==> src/rtl/booth_mult_pkg.sv <==
package booth_mult_pkg;

    typedef struct packed {
        logic neg;
        logic one;
        logic two;
    } mult_sel_t;

    // words left after lv reduction layers starting from n inputs
    function automatic int tree_count(input int n, input int lv);
        int c;
        c = n;
        for (int i = 0; i < lv; i++) begin
            c = (c / 3) * 2 + (c % 3);
        end
        return c;
    endfunction

    // layers needed to reach two words
    function automatic int tree_levels(input int n);
        int c;
        int l;
        c = n;
        l = 0;
        while (c > 2) begin
            c = (c / 3) * 2 + (c % 3);
            l++;
        end
        return l;
    endfunction

endpackage

==> src/rtl/booth_sel.sv <==
module booth_sel
    import booth_mult_pkg::*;
(
    input  logic [2:0] trip_i,
    output mult_sel_t  sel_o
);
    logic up, mid, lo;

    always_comb begin
        up  = trip_i[2];
        mid = trip_i[1];
        lo  = trip_i[0];
        sel_o.one = mid ^ lo;
        sel_o.two = (up & ~mid & ~lo) | (~up & mid & lo);
        sel_o.neg = up & ~(mid & lo);
    end

    always_comb begin

        sel_excl_chk: assert ($onehot0({sel_o.one, sel_o.two}))
            else $error("window selects both magnitudes");

        neg_nonzero_chk: assert (!sel_o.neg || sel_o.one || sel_o.two)
            else $error("negative zero multiple selected");
    end
endmodule

==> src/rtl/pp_row.sv <==
module pp_row
    import booth_mult_pkg::*;
#(
    parameter int OP_W = 40,
    parameter int W    = 80,
    parameter int IDX  = 0
) (
    input  logic [OP_W-1:0] mcand_i,
    input  mult_sel_t       sel_i,
    input  logic            prev_neg_i,
    output logic [W-1:0]    row_o
);
    localparam int SH   = 2 * IDX;
    localparam int CPOS = (IDX > 0) ? (2 * IDX - 2) : 0;
    localparam int EXT  = W - OP_W - 1;

    logic [OP_W:0] mag;
    logic [W-1:0]  ext;

    always_comb begin
        if (sel_i.two) begin
            mag = {mcand_i, 1'b0};
        end else if (sel_i.one) begin
            mag = {mcand_i[OP_W-1], mcand_i};
        end else begin
            mag = '0;
        end
        if (sel_i.neg) begin
            mag = ~mag;
        end
        ext   = {{EXT{mag[OP_W]}}, mag};
        row_o = ext << SH;
        // +1 of the row below, placed in the free slot under this row
        row_o[CPOS] = row_o[CPOS] | prev_neg_i;
    end
endmodule

==> src/rtl/fa_word.sv <==
module fa_word #(
    parameter int W = 80
) (
    input  logic [W-1:0] a_i,
    input  logic [W-1:0] b_i,
    input  logic [W-1:0] c_i,
    output logic [W-1:0] sum_o,
    output logic [W-1:0] cy_o
);
    logic [W-1:0] maj;

    always_comb begin
        sum_o = a_i ^ b_i ^ c_i;
        maj   = (a_i & b_i) | (b_i & c_i) | (a_i & c_i);
        cy_o  = {maj[W-2:0], 1'b0};
    end

    always_comb begin

        sum_keep_chk: assert (W'(sum_o + cy_o) == W'(a_i + b_i + c_i))
            else $error("3:2 word changed the total");
    end
endmodule

==> src/rtl/csa_tree.sv <==
module csa_tree
    import booth_mult_pkg::*;
#(
    parameter int W    = 80,
    parameter int N_IN = 21
) (
    input  logic [W-1:0] rows_i [N_IN],
    output logic [W-1:0] sum_o,
    output logic [W-1:0] cy_o
);
    localparam int NUM_LV = tree_levels(N_IN);

    for (genvar lv = 0; lv <= NUM_LV; lv++) begin : g_lv
        localparam int CNT = tree_count(N_IN, lv);
        logic [W-1:0] w [CNT];
        if (lv == 0) begin : g_in
            for (genvar k = 0; k < CNT; k++) begin : g_k
                assign w[k] = rows_i[k];
            end
        end else begin : g_red
            localparam int PREV = tree_count(N_IN, lv - 1);
            localparam int GRP  = PREV / 3;
            for (genvar g = 0; g < GRP; g++) begin : g_fa
                fa_word #(.W(W)) u_fa (
                    .a_i  (g_lv[lv-1].w[3*g]),
                    .b_i  (g_lv[lv-1].w[3*g+1]),
                    .c_i  (g_lv[lv-1].w[3*g+2]),
                    .sum_o(w[2*g]),
                    .cy_o (w[2*g+1])
                );
            end
            for (genvar k = 0; k < PREV % 3; k++) begin : g_pass
                assign w[2*GRP+k] = g_lv[lv-1].w[3*GRP+k];
            end
        end
    end

    assign sum_o = g_lv[NUM_LV].w[0];
    assign cy_o  = g_lv[NUM_LV].w[1];
endmodule

==> src/rtl/booth_csa_mult.sv <==
module booth_csa_mult
    import booth_mult_pkg::*;
#(
    parameter int OP_W = 40
) (
    input  logic [OP_W-1:0]   mcand_i,
    input  logic [OP_W-1:0]   mplier_i,
    output logic [2*OP_W-1:0] prod_o
);
    localparam int W    = 2 * OP_W;
    localparam int N_PP = OP_W / 2;
    localparam int N_IN = N_PP + 1;

    mult_sel_t    sel  [N_PP];
    logic [W-1:0] rows [N_IN];
    logic [W-1:0] red_sum, red_cy;

    for (genvar k = 0; k < N_PP; k++) begin : g_pp
        logic [2:0] trip;
        logic       prev_neg;
        if (k == 0) begin : g_low
            assign trip     = {mplier_i[1], mplier_i[0], 1'b0};
            assign prev_neg = 1'b0;
        end else begin : g_up
            assign trip     = mplier_i[2*k+1 : 2*k-1];
            assign prev_neg = sel[k-1].neg;
        end
        booth_sel u_sel (
            .trip_i(trip),
            .sel_o (sel[k])
        );
        pp_row #(.OP_W(OP_W), .W(W), .IDX(k)) u_row (
            .mcand_i   (mcand_i),
            .sel_i     (sel[k]),
            .prev_neg_i(prev_neg),
            .row_o     (rows[k])
        );
    end

    // correction for the top row rides in one extra tree input
    assign rows[N_PP] = W'(sel[N_PP-1].neg) << (2 * (N_PP - 1));

    csa_tree #(.W(W), .N_IN(N_IN)) u_tree (
        .rows_i(rows),
        .sum_o (red_sum),
        .cy_o  (red_cy)
    );

    assign prod_o = red_sum + red_cy;

    logic signed [W-1:0] ref_prod;
    always_comb begin
        ref_prod = $signed({{OP_W{mcand_i[OP_W-1]}}, mcand_i})
                 * $signed({{OP_W{mplier_i[OP_W-1]}}, mplier_i});

        prod_ref_chk: assert (prod_o == ref_prod)
            else $error("product mismatch");

        prod_sign_chk: assert ((mcand_i == '0) || (mplier_i == '0)
                || (prod_o[W-1] == (mcand_i[OP_W-1] ^ mplier_i[OP_W-1])))
            else $error("product sign wrong");
    end
endmodule

==> config.mk <==
export PLATFORM = sky130hd
export DESIGN_NAME = booth_csa_mult
export DESIGN_NICKNAME = d
export VERILOG_FILES = /design/src/rtl/booth_mult_pkg.sv /design/src/rtl/booth_sel.sv /design/src/rtl/pp_row.sv /design/src/rtl/fa_word.sv /design/src/rtl/csa_tree.sv /design/src/rtl/booth_csa_mult.sv
export SDC_FILE = /design/constraint.sdc
export NUM_CORES = 2
export LEC_CHECK = 0
export ABC_AREA = 1
export BUFFER_PORTS_ARGS = -buffer_cell sky130_fd_sc_hd__buf_2
export CAP_MARGIN = 40
export CORE_MARGIN = 3
export CORE_UTILIZATION = 43
export DETAILED_ROUTE_END_ITERATION = 8
export MAX_ROUTING_LAYER = met4
export SLEW_MARGIN = 20
export SYNTH_ARGS = -nofsm -noshare
export SYNTH_HDL_FRONTEND = slang
export SYNTH_HIERARCHICAL = 1
export SYNTH_SLANG_ARGS = --single-unit
==> constraint.sdc <==
create_clock -name vclk -period 14.1
set_input_delay 2.82 -clock vclk [all_inputs]
set_output_delay 2.82 -clock vclk [all_outputs]
set_load 0.05 [all_outputs]
==> out/qor.txt <==
nets - 10,900
synth top area cells - fa_1 44%, nand2_1 22%, nand3_1 12%, buf_4 9.7%, inv_1 2.6%
Min-Delay Startpoint - mcand_i[1]
Via Count - 63,100
Die ar. - 0.164 mm²
Synth top area share - 0.440
CP max stage delay - 700 ps
I/O pin count - 160
Vert. Die Dim - 405 µm
CP Depth - 27
final hold vios - 0
Die X - 405 µm
clkbuf count - 0
Adder-Cell Fraction of Synth Area - 0.458
Final WS setup - 681 ps
setup TNS - 0 ps
Critical Path RT - 11,280 ps
largest family of logic cells by synthesized area - adder cells
hold-critical path depth - 9
CP max stage cell - ha_1
Final Wtd Congestion - 1.01
sequential cell area - 0 µm²
Layout area overhead - -0.944%
max-cap violation count - 0
cell with the most instances after synthesis - nand2_1
RSZ-0062 raised after global routing - false
fin cells - 11,300
GR Overflow Total - 0
multiplexer share of the synthesized area - 0
drt drc - 7
Largest delay share family, worst path - adder cells
Tcrit/Tclk final - 0.952
DR iter-0 viols - 7,463
Worst Path Max Fanout - 19
crit end category - output port
Initial Utilization - 0.435
Port Buf Inserts - 160
FILL cells - 16,100
Slew headroom - 0.376
core box area - 0.157 mm²
Setup-failing EPs final - 0
vias in the first global route - 61,500
Mapped Cells - 9,632
simple-gate share of the synthesized area - 0.369
Yosys warning count - 6
fraction of layout cells with a size suffix above 1 - 0.0695
Synth Area in XOR/XNOR - 0.00602
Vias per Instance - 5.59
Post-Route WL - 258 mm
Hold EP - prod_o[42]
first-pass GRT wire length - 390 mm
pin count of the biggest net entering global routing - 46
synth cell count leaders - 4,047 x nand2_1, 1,653 x nand3_1, 1,502 x fa_1, 882 x buf_4, 480 x inv_1
fin. max-slew vios - 0
1st-pass router iterations - 9
PostCTS Resize Cnt - 0
placed cell count - 11,300
Total Routing Usage GR - 0.324
Synth Area in Compound Gates - 0.00940
Crit Path Class - input port to output port
Bufs and invs on worst path - 4
detailed placement HPWL - 203 mm
Seq/Total Area, Yosys - 0
status - finished with violations
crit path DAT - 10,600 ps
failing checks - DRC
Cell Rows - 145
Avg Synthesized Cell Area - 7.10 µm²
pre-CTS setup slack - 798 ps
seq_cells - 0
Post-CTS Setup Bufs - 0
Fmax - 74.5 MHz
antenna violations before repair - 2
WL/cell - 22.8 µm
min-delay worst type - input port to output port
Cell Area, Synth - 0.0684 mm²
Slew @ Worst Pin - 937 ps
post-synth top area cell - fa_1
Tmin final - 13,420 ps
Unique masters post-synth - 33
CTS Hold Buffers Added - 0
Antenna Nets Post-Route - 0
type of origin of the critical path - input port
Top cell by count, worst path - nand2_1
worst max-delay path by stage:
stage / from / slack [ps] / end
4_1_cts: mplier_i[3] / 770 / prod_o[79]
5_1_grt: mplier_i[21] / 390 / prod_o[79]
2_1_floorplan: mplier_i[0] / 1500 / prod_o[45]
6_report: mplier_i[23] / 680 / prod_o[79]
3_3_place_gp: mplier_i[3] / 790 / prod_o[79]
3_5_place_dp: mplier_i[3] / 800 / prod_o[79]
final cells by class:
class                           count  area (µm²)  area share
Antenna cell                        1        2.50   0.0000369
Inverter                          558        2100      0.0310
Tap cell                         2058        2570      0.0380
Timing Repair Buffer              408        3510      0.0519
Multi-Input combinational cell   8259       59500       0.879
cells in the final DEF (no fill, tap or decap), types with 47 or more instances in the layout:
cell,count
nand2_1,4038
nand3_1,1653
fa_1,1502
inv_1,480
conb_1,464
buf_4,200
nor2_1,163
buf_2,148
ha_1,96
inv_2,77
a21oi_1,73
buf_12,49
nor2_2,47
nand3_2,47
stage by stage:
step	util	instance area, µm²	hold slack [ps]
5_1_grt	0.431	67700	7410
3_3_place_gp	0.428	67200	7290
6_report	0.431	67700	7370
4_1_cts	0.430	67500	7310
2_1_floorplan	-	70000	6530
3_5_place_dp	0.430	67500	7310
kinds of logic after synthesis:
group	after synthesis
other	39
AO/OA/AOI/OAI	120
adder cells (fa/ha/maj)	1601
buffers and inverters	1798
XOR/XNOR	47
AND/OR/NAND/NOR	6027
per-layer routing:
metal | up-vias | wire [µm] | track usage
met4 | 0 | 13200 | 0.132
met1 | 30900 | 98800 | 0.420
li1 | 27900 | - | -
met3 | 632 | 28200 | 0.0633
met2 | 3649 | 117000 | 0.498
met5 | - | 0 | -
